==> config.mk <==
export PLATFORM = sky130hd
export DESIGN_NAME = qe_engine
export DESIGN_NICKNAME = d
export VERILOG_FILES = /design/src/rtl/qe_pkg.sv /design/src/rtl/qe_ring_ptrs.sv /design/src/rtl/qe_cmd_stub.sv /design/src/rtl/qe_engine.sv
export SDC_FILE = /design/constraint.sdc
export NUM_CORES = 1
export LEC_CHECK = 0
export ABC_AREA = 1
export BUFFER_PORTS_ARGS = -buffer_cell sky130_fd_sc_hd__buf_2
export CAP_MARGIN = 20
export CORE_UTILIZATION = 35
export DETAILED_ROUTE_END_ITERATION = 10
export GPL_ROUTABILITY_DRIVEN = 0
export PLACE_DENSITY = 0.63
export SLEW_MARGIN = 20
export SYNTH_ARGS = -nofsm -noshare
export SYNTH_HDL_FRONTEND = slang
export SYNTH_SLANG_ARGS = --single-unit
==> constraint.sdc <==
create_clock -name clk -period 4.75 [get_ports clk]
set_input_delay 0.475 -clock clk [delete_from_list [all_inputs] [get_ports clk]]
set_output_delay 0.475 -clock clk [all_outputs]
set_load 0.02 [all_outputs]
==> src/rtl/qe_pkg.sv <==
package qe_pkg;

    localparam int          DATA_W   = 32;
    localparam logic [4:0]  SQ_BEATS = 5'd16;   // 64-byte entry over 32-bit port
    localparam logic [1:0]  CQ_LAST  = 2'd3;    // 16-byte completion, 4 beats

    typedef enum logic [1:0] {
        ST_IDLE,
        ST_FETCH,
        ST_POST,
        ST_IRQ
    } qe_state_e;

    typedef struct packed {
        logic [DATA_W-1:0] result;
        logic [15:0]       cid;
    } qe_cpl_t;

endpackage

==> src/rtl/qe_ring_ptrs.sv <==
module qe_ring_ptrs #(
    parameter int QDEPTH = 8,
    parameter int IDX_W  = 3
) (
    input  logic             clk,
    input  logic             rst,
    input  logic             db_wr,
    input  logic             db_sel,
    input  logic [31:0]      db_data,
    input  logic             sq_adv,
    input  logic             cq_adv,
    output logic [IDX_W-1:0] sq_head,
    output logic             sq_pending,
    output logic [IDX_W-1:0] cq_tail,
    output logic             cq_full,
    output logic             phase,
    output logic             db_err
);

    logic [IDX_W-1:0] sq_tail;
    logic [IDX_W-1:0] cq_head;
    logic             db_ok;

    function automatic logic [IDX_W-1:0] step(input logic [IDX_W-1:0] i);
        return (32'(i) == QDEPTH - 1) ? '0 : i + 1'b1;
    endfunction

    assign db_ok      = (db_data < 32'(QDEPTH));
    assign sq_pending = (sq_head != sq_tail);
    assign cq_full    = (step(cq_tail) == cq_head);

    always_ff @(posedge clk) begin
        if (rst) begin
            sq_head <= '0;
            sq_tail <= '0;
            cq_head <= '0;
            cq_tail <= '0;
            phase   <= 1'b1;
            db_err  <= 1'b0;
        end else begin
            if (db_wr) begin
                if (!db_ok)      db_err  <= 1'b1;
                else if (db_sel) cq_head <= db_data[IDX_W-1:0];
                else             sq_tail <= db_data[IDX_W-1:0];
            end
            if (sq_adv) sq_head <= step(sq_head);
            if (cq_adv) begin
                cq_tail <= step(cq_tail);
                if (32'(cq_tail) == QDEPTH - 1) phase <= ~phase;
            end
        end
    end

    assert_sq_wrap_R5: assert property (@(posedge clk) disable iff (rst)
        (sq_adv && 32'(sq_head) == QDEPTH - 1) |=> (sq_head == '0));

    assert_phase_flip_R7: assert property (@(posedge clk) disable iff (rst)
        (cq_adv && 32'(cq_tail) == QDEPTH - 1) |=> (phase != $past(phase)));

    assert_bad_db_ignored_R8: assert property (@(posedge clk) disable iff (rst)
        (db_wr && !db_ok) |=> (db_err && $stable(sq_tail) && $stable(cq_head)));

    assert_err_sticky_R8: assert property (@(posedge clk) disable iff (rst)
        $past(db_err) |-> db_err);

endmodule

==> src/rtl/qe_cmd_stub.sv <==
module qe_cmd_stub
    import qe_pkg::*;
(
    input  logic              clk,
    input  logic              rst,
    input  logic              clr,
    input  logic              word_vld,
    input  logic              word_first,
    input  logic [DATA_W-1:0] word,
    output qe_cpl_t           cpl
);

    always_ff @(posedge clk) begin
        if (rst || clr) begin
            cpl <= '0;
        end else if (word_vld) begin
            cpl.result <= cpl.result ^ word;
            if (word_first) cpl.cid <= word[31:16];
        end
    end

endmodule

==> src/rtl/qe_engine.sv <==
module qe_engine
    import qe_pkg::*;
#(
    parameter int          QDEPTH  = 8,
    parameter logic [31:0] SQ_BASE = 32'h0000_1000,
    parameter logic [31:0] CQ_BASE = 32'h0000_4000
) (
    input  logic        clk,
    input  logic        rst,
    input  logic        db_wr,
    input  logic        db_sel,
    input  logic [31:0] db_data,
    output logic        mem_req,
    output logic        mem_we,
    output logic [31:0] mem_addr,
    output logic [31:0] mem_wdata,
    input  logic [31:0] mem_rdata,
    output logic        irq,
    output logic        db_err
);

    localparam int IDX_W = (QDEPTH > 1) ? $clog2(QDEPTH) : 1;

    qe_state_e        state_q;
    logic [4:0]       issue_q;
    logic [4:0]       cap_q;
    logic             rd_pend_q;
    logic [1:0]       beat_q;

    logic [IDX_W-1:0] sq_head;
    logic [IDX_W-1:0] cq_tail;
    logic             sq_pending;
    logic             cq_full;
    logic             phase;
    logic             sq_adv;
    logic             cq_adv;
    logic             last_cap;
    qe_cpl_t          cpl;

    qe_ring_ptrs #(.QDEPTH(QDEPTH), .IDX_W(IDX_W)) u_ptrs (
        .clk        (clk),
        .rst        (rst),
        .db_wr      (db_wr),
        .db_sel     (db_sel),
        .db_data    (db_data),
        .sq_adv     (sq_adv),
        .cq_adv     (cq_adv),
        .sq_head    (sq_head),
        .sq_pending (sq_pending),
        .cq_tail    (cq_tail),
        .cq_full    (cq_full),
        .phase      (phase),
        .db_err     (db_err)
    );

    qe_cmd_stub u_stub (
        .clk        (clk),
        .rst        (rst),
        .clr        (state_q == ST_IDLE),
        .word_vld   (rd_pend_q),
        .word_first (cap_q == 5'd0),
        .word       (mem_rdata),
        .cpl        (cpl)
    );

    assign last_cap = rd_pend_q && (cap_q == SQ_BEATS - 5'd1);
    assign irq      = (state_q == ST_IRQ);

    always_comb begin
        mem_req   = 1'b0;
        mem_we    = 1'b0;
        mem_addr  = '0;
        mem_wdata = '0;
        sq_adv    = 1'b0;
        cq_adv    = 1'b0;
        case (state_q)
            ST_FETCH: begin
                if (issue_q < SQ_BEATS) begin
                    mem_req  = 1'b1;
                    mem_addr = SQ_BASE + (32'(sq_head) << 6) + (32'(issue_q) << 2);
                end
                sq_adv = last_cap;
            end
            ST_POST: begin
                mem_req  = (beat_q != 2'd0) || !cq_full;
                mem_we   = 1'b1;
                mem_addr = CQ_BASE + (32'(cq_tail) << 4) + (32'(beat_q) << 2);
                case (beat_q)
                    2'd0:    mem_wdata = cpl.result;
                    2'd1:    mem_wdata = '0;
                    2'd2:    mem_wdata = 32'(sq_head);
                    default: mem_wdata = {15'd0, phase, cpl.cid};
                endcase
                cq_adv = mem_req && (beat_q == CQ_LAST);
            end
            default: ;
        endcase
    end

    always_ff @(posedge clk) begin
        if (rst) begin
            state_q   <= ST_IDLE;
            issue_q   <= '0;
            cap_q     <= '0;
            rd_pend_q <= 1'b0;
            beat_q    <= '0;
        end else begin
            rd_pend_q <= (state_q == ST_FETCH) && (issue_q < SQ_BEATS);
            case (state_q)
                ST_IDLE: begin
                    issue_q <= '0;
                    cap_q   <= '0;
                    beat_q  <= '0;
                    if (sq_pending) state_q <= ST_FETCH;
                end
                ST_FETCH: begin
                    if (issue_q < SQ_BEATS) issue_q <= issue_q + 5'd1;
                    if (rd_pend_q)          cap_q   <= cap_q + 5'd1;
                    if (last_cap)           state_q <= ST_POST;
                end
                ST_POST: begin
                    if (mem_req) begin
                        beat_q <= beat_q + 2'd1;
                        if (beat_q == CQ_LAST) state_q <= ST_IRQ;
                    end
                end
                default: state_q <= ST_IDLE;
            endcase
        end
    end

    assert_irq_after_post_R4: assert property (@(posedge clk) disable iff (rst)
        irq |-> $past(mem_req && mem_we && beat_q == CQ_LAST));

    assert_no_post_when_full_R6: assert property (@(posedge clk) disable iff (rst)
        (mem_req && mem_we && beat_q == 2'd0) |-> !cq_full);

    assert_read_only_pending_R2: assert property (@(posedge clk) disable iff (rst)
        (mem_req && !mem_we) |-> sq_pending);

    assert_irq_single_R4: assert property (@(posedge clk) disable iff (rst)
        irq |=> !irq);

endmodule

==> impl_metrics.py, run 1 <==
metrics = {
    "synth": {
        "synth_edf_count": 0,
        "syn_inst": 602,
        "synth_area_per_cell_um2": 7.01,
        "synth_seq_cells": 77,
        "synthMuxAreaShare": 0,
        "synthSimpleGateAreaFrac": 0.275,
        "yosysWarnings": 0,
        "synthArstFlopShare": 0,
        "synth_top_family_by_area": "simple AND/OR/NAND/NOR gates",
        "synth-main-ff-cell": "dfxtp_1",
        "seq_area_frac_synth": 0.365,
        "synthDistinctLibCells": 35,
        "synthXorXnorAreaFrac": 0.00623,
        "netlist_area_um2": 4220,
        "synthAdderAreaFrac": 0.0475,
        "synth-compound-area-share": 0.155,
    },
    "cts": {
        "clock_sinks": 77,
        "post_cts_buffers": 0,
        "ctsHoldBuffers": 0,
        "cts.path.max_buffers": 2,
        "path_clk_slew_ns": 0.06,
        "h-tree-depth": 3,
        "clk_latency_ns": 0.34,
        "cts_tree": "done",
        "cts_resized": 0,
        "cts_buffers": 9,
        "cts_root_buf": "clkbuf_16",
    },
    "routing": {
        "first_pass_iters": 8,
        "vias_per_cell": 4.94,
        "drt-initial-drc-count": 226,
        "wl_um": 11400,
        "wl_per_cell_um": 13.5,
        "vias": 4168,
        "drc": 7,
        "ant_nets": 0,
    },
    "critical_path": {
        "r2r-end": "state_q[0]$_SDFFE_PP0P_",
        "worstPathArrival_ns": 2.27,
        "startpoint_type": "register",
        "cp.required_ns": 4.28,
        "end_kind": "output pin",
        "crit_type": "register to output pin",
        "critPathSlowestCell": "ha_1",
        "critPathTopFamily": "adder cells",
        "path_buf_inv": 2,
        "cp_max_fo": 19,
        "reg2reg_slack_ns": 2.55,
        "slowest_delay_ns": 0.60,
        "crit_path_cell_trace": "ha_1, inv_2, nand2_1, o31ai_1, buf_2",
        "r2r_start": "beat_q[1]$_SDFFE_PP0P_",
        "reg2regPathDepth": 8,
    },
    "layout": {
        "final_util": 0.436,
        "antenna_cells": 0,
        "final_cell_mix": "112 x buf_2, 77 x dfxtp_1, 75 x nand2_1",
        "area_growth_pct": 19.5,
        "nets": 782,
        "final_common_cell": "buf_2",
        "drive_gt1_frac": 0.221,
    },
    "global_routing": {
        "grt_max_degree": 53,
        "grt_pass1_wl_um": 18900,
        "grt_antenna_before_repair": 0,
        "overflow": 0,
        "grt_pass1_vias": 3927,
        "grt_util_all_layers": 0.188,
    },
    "sta": {
        "finalSetupViolations": 0,
        "slew_headroom": 0.325,
        "report.final.slew_viol_count": 0,
        "fin_skew_ns": 0.00597,
        "timing.fmax_mhz": 364,
        "period_needed_ns": 2.74,
        "fin_tns_setup_ns": 0,
        "tightest_slew_ns": 1.01,
        "rsz0062_at_grt": "no",
        "fin_ws_ns": 2.01,
        "hold_viol": 0,
        "fin_crit_sh": 0.578,
    },
    "run": {
        "maxCapViolations": 0,
    },
    "worst_hold_path": {
        "min_from": "db_data[1]",
        "hold_class": "input port to register",
        "holdPathEnd": "u_ptrs.sq_tail[1]$_SDFFE_PP0P_",
        "hold_depth": 3,
    },
    "placed_design": {
        "port_buffers": 112,
        "dp_slack_ns": 2.40,
        "dp_hpwl_um": 8440,
    },
    "power": {
        "ir_worst_vdd_mv": 0.147,
        "power_mw": 1.68,
        "p_per_area_nw_per_um2": 334,
        "p_leak_nw": 2.10,
    },
    "floorplan": {
        "die_area_um2": 12500,
        "die_h_um": 112,
        "core.rowCount": 39,
        "die_x_um": 112,
        "initial_core_util": 0.365,
        "ioPinCount": 136,
        "fp.coreArea_um2": 11600,
    },
    "outcome": {
        "status": "finished with violations",
        "failed_checks": "DRC",
    },
}
-- per-layer routing --
layer / routed length, um / vias to the layer above / GRT usage
li1: - / 2126 / -
met1: 5000 / 1890 / 0.231
met5: 0 / - / 0
met2: 5490 / 138 / 0.333
met3: 740 / 14 / 0.0386
met4: 124 / 0 / 0.0486
-- final cells by class --
class	count	area, um^2
repair buffers	115	583
inverters	86	323
fillers	1173	6520
multi-input cells	409	2130
well taps	143	179
clock inverters	4	50.0
clock buffers	10	239
flip-flops and latches	77	1540
-- cells by family (layout without fill, tap and decap cells) --
logic type / Yosys count / count (layout)
and+or+nand+nor: 259 / 259
xor gates and xnor gates: 3 / 3
AOI/OAI and AO/OA: 108 / 108
buffers and inverters: 138 / 215
adders and majority gates: 16 / 16
other: 1 / 23
DFF: 77 / 77
-- synth_stat cells, types with 11 or more instances --
cell type  instances  area (um^2)
dfxtp_1           77         1540
nand2_1           75          282
nor2_1            74          278
inv_1             71          267
nor3_1            62          310
a21oi_1           57          285
nand3_1           30          150
buf_4             25          188
clkbuf_1          16         60.1
ha_1              16          200
inv_2             14         52.6
o31ai_1           14          105
a211oi_1          11         82.6
-- where the power goes --
group | total, mW | switching (mW) | leakage [nW] | internal [mW]
Clock | 0.681 | 0.266 | 0.136 | 0.414
Combinational | 0.337 | 0.249 | 1.34 | 0.0875
Sequential | 0.667 | 0.00949 | 0.620 | 0.658
Total | 1.68 | 0.525 | 2.10 | 1.16
-- worst max-delay path by stage --
stage | start | endpoint | slack [ns] | cells past startpoint
after floorplan | state_q[0]$_SDFFE_PP0P_ | mem_wdata[21] | 2.44 | 7
after global placement | beat_q[1]$_SDFFE_PP0P_ | mem_wdata[3] | 2.57 | 5
after detailed placement | beat_q[0]$_SDFFE_PP0P_ | mem_wdata[5] | 2.40 | 5
after CTS | beat_q[1]$_SDFFE_PP0P_ | mem_wdata[5] | 2.03 | 5
after global routing | beat_q[1]$_SDFFE_PP0P_ | mem_wdata[8] | 1.80 | 5
final | beat_q[1]$_SDFFE_PP0P_ | mem_wdata[12] | 2.01 | 5
-- stage by stage --
step	area (um^2)	hold WS, ns	cells
floorplan	4300	0.446	624
global placement	4750	0.456	830
detailed placement	4750	0.463	830
CTS	5040	0.384	844
global route	5040	0.401	844
finish	5040	0.391	844
-- tightest hold or removal path: cells and delay by family --
family | cells | cell delay, ns
and+or+nand+nor | 2 | 0.12
buffers and inverters | 1 | 0.09
-- registers in the layout (all words and copies together) (netlist names) --
name,count
u_stub.cpl,48
beat_q,2
state_q,2
u_ptrs.phase,1
cap_q,5
issue_q,5
u_ptrs.sq_tail,3
u_ptrs.sq_head,3
rd_pend_q,1
u_ptrs.cq_head,3
u_ptrs.db_err,1
u_ptrs.cq_tail,3
Power figures use the tool's default switching activity.
==> run 2, diff against run 1 <==
--- a/config.mk
+++ b/config.mk
@@ -11,7 +11,7 @@
 export CORE_UTILIZATION = 35
 export DETAILED_ROUTE_END_ITERATION = 10
 export GPL_ROUTABILITY_DRIVEN = 0
-export PLACE_DENSITY = 0.63
+export PLACE_DENSITY = 0.65
 export SLEW_MARGIN = 20
 export SYNTH_ARGS = -nofsm -noshare
 export SYNTH_HDL_FRONTEND = slang
==> constraint.sdc (replaced) <==
create_clock -name clk -period 2.4 [get_ports clk]
set_input_delay 0.24 -clock clk [delete_from_list [all_inputs] [get_ports clk]]
set_output_delay 0.24 -clock clk [all_outputs]
set_load 0.02 [all_outputs]
==> run 2 against run 1 <==
Against the previous run:
- largest power group unchanged
- largest cell class unchanged
- via count increased by 1.6%
- sequential share of layout area decreased by 0.23 points
- combinational power increased by 100%
- first-iteration DRC count increased by 7.5%
- sequential power increased by 99%
- non-clock buffer count increased by 3
- clock power increased by 100%
- hold slack got worse by 0.23 ns
- the flow still finishes with violations (DRC)
- total power increased by 100%
- count of clock-buffer cells in the layout increased by 1
- routed wire length decreased by 0.47%
==> impl_metrics.py, run 2 (same netlist as run 1, synthesis figures left out) <==
metrics = {
    "outcome": {
        "status": "finished with violations",
        "failed_checks": "DRC",
    },
    "critical_path": {
        "end_kind": "output pin",
        "worstPathArrival_ns": 2.07,
        "r2r_start": "state_q[1]$_SDFFE_PP0P_",
        "startpoint_type": "register",
        "cp.required_ns": 2.16,
        "r2r-end": "state_q[0]$_SDFFE_PP0P_",
        "crit_type": "register to output pin",
        "cp_max_fo": 20,
        "reg2reg_slack_ns": 0.50,
        "reg2regPathDepth": 9,
    },
    "sta": {
        "slew_headroom": 0.618,
        "finalSetupViolations": 0,
        "fin_crit_sh": 0.961,
        "rsz0062_at_grt": "no",
        "tightest_slew_ns": 0.573,
        "hold_viol": 0,
        "report.final.slew_viol_count": 0,
        "fin_ws_ns": 0.0943,
        "timing.fmax_mhz": 434,
        "fin_tns_setup_ns": 0,
        "fin_skew_ns": 0.00565,
        "period_needed_ns": 2.31,
    },
    "global_routing": {
        "grt_antenna_before_repair": 0,
        "grt_util_all_layers": 0.189,
        "grt_max_degree": 52,
        "grt_pass1_vias": 4088,
        "overflow": 0,
        "grt_pass1_wl_um": 19100,
    },
    "layout": {
        "final_cell_mix": "112 x buf_2, 77 x dfxtp_1, 74 x nand2_1, 74 x nor2_1, 71 x inv_1",
        "multi_input_area_um2": 2130,
        "drive_gt1_frac": 0.228,
        "largestRegisters": "u_stub.cpl: 48 flops, cap_q: 5 flops, issue_q: 5 flops",
        "largest_reg_flops": 48,
        "area_growth_pct": 20.5,
        "antenna_cells": 0,
        "largest-register": "u_stub.cpl",
        "nFillCells": 1159,
        "nets": 785,
        "seq_area_um2": 1540,
        "final_common_cell": "buf_2",
    },
    "power": {
        "p_per_area_nw_per_um2": 662,
        "ir_worst_vdd_mv": 0.465,
        "p_leak_nw": 2.13,
    },
    "worst_hold_path": {
        "holdPathEnd": "u_ptrs.sq_tail[0]$_SDFFE_PP0P_",
        "min_from": "db_data[0]",
        "hold_depth": 3,
        "hold_class": "input port to register",
    },
    "cts": {
        "cts_tree": "done",
        "h-tree-depth": 3,
        "post_cts_buffers": 0,
        "cts_buffers": 9,
        "cts.path.max_buffers": 2,
        "path_clk_slew_ns": 0.06,
        "clk_latency_ns": 0.33,
        "cts_root_buf": "clkbuf_16",
        "clock_sinks": 77,
    },
    "floorplan": {
        "fp.coreArea_um2": 11600,
        "die_h_um": 112,
        "die_x_um": 112,
        "core.rowCount": 39,
        "die_area_um2": 12500,
        "ioPinCount": 136,
        "initial_core_util": 0.365,
    },
    "placed_design": {
        "port_buffers": 112,
        "dp_slack_ns": 0.395,
        "dp_hpwl_um": 8470,
    },
    "routing": {
        "first_pass_iters": 7,
        "vias_per_cell": 4.99,
        "ant_nets": 0,
        "wl_um": 11300,
        "vias": 4235,
        "drc": 8,
        "wl_per_cell_um": 13.3,
        "drt-initial-drc-count": 243,
    },
    "run": {
        "maxCapViolations": 0,
    },
}
## run 2: cell types whose count changed in the layout (fill, tap and decap cells not counted)
cell	before	now
buf_4	3	6
clkbuf_8	1	2
clkinv_2	1	2
clkinvlp_4	2	1
ha_1	16	15
ha_2	0	1
nand2_1	75	74
nand2_2	0	1
## run 2: layer usage
layer	up-vias	GRT usage	routed length (um)
li1	2137	-	-
met1	1937	0.229	4950
met2	140	0.332	5420
met3	21	0.0381	667
met4	0	0.0685	270
met5	-	0	0
## run 2: area by class of cell
cell class,count,area share
Multi-Input combinational cell,409,0.420
Sequential cell,77,0.303
Timing Repair Buffer,118,0.119
Inverter,86,0.0635
Clock buffer,11,0.0497
Tap cell,143,0.0352
Clock inverter,4,0.00936
## run 2: worst max-delay path by stage
stage | start | slack [ns] | cells past startpoint | endpoint
after detailed placement | state_q[0]$_SDFFE_PP0P_ | 0.39 | 6 | mem_wdata[31]
after global routing | state_q[0]$_SDFFE_PP0P_ | 0.002 | 6 | mem_wdata[31]
after global placement | state_q[0]$_SDFFE_PP0P_ | 0.43 | 6 | mem_wdata[31]
after floorplan | state_q[0]$_SDFFE_PP0P_ | 0.33 | 7 | mem_wdata[21]
after CTS | state_q[0]$_SDFFE_PP0P_ | 0.03 | 6 | mem_wdata[31]
final | state_q[0]$_SDFFE_PP0P_ | 0.09 | 6 | mem_wdata[31]
## run 2: critical path, cell delays in order (launching register included)
cell	delay, ns
dfxtp_1	0.34
inv_1	0.10
ha_2	0.30
buf_4	0.21
inv_2	0.18
nor3_1	0.37
buf_2	0.24
## run 2: what timing repair did
action,in CTS,in global routing
hold buffers,0,0
endpoints found under the setup margin,0,18
resized for setup,0,2
## run 2: report_power, final
group | internal [mW] | switching, mW
Combinational | 0.175 | 0.501
Sequential | 1.30 | 0.0230
Clock | 0.852 | 0.512
## run 2: metrics by stage
step / hold slack [ns] / std cells / util / cell area (um^2) / power, mW
5_1_grt: 0.172 / 848 / 0.439 / 5080 / 3.52
2_1_floorplan: 0.319 / 624 / - / 4300 / 1.86
4_1_cts: 0.161 / 848 / 0.439 / 5080 / 3.38
6_report: 0.162 / 848 / 0.439 / 5080 / 3.37
3_5_place_dp: 0.465 / 833 / 0.413 / 4780 / 2.02
3_3_place_gp: 0.453 / 833 / 0.413 / 4780 / 1.99
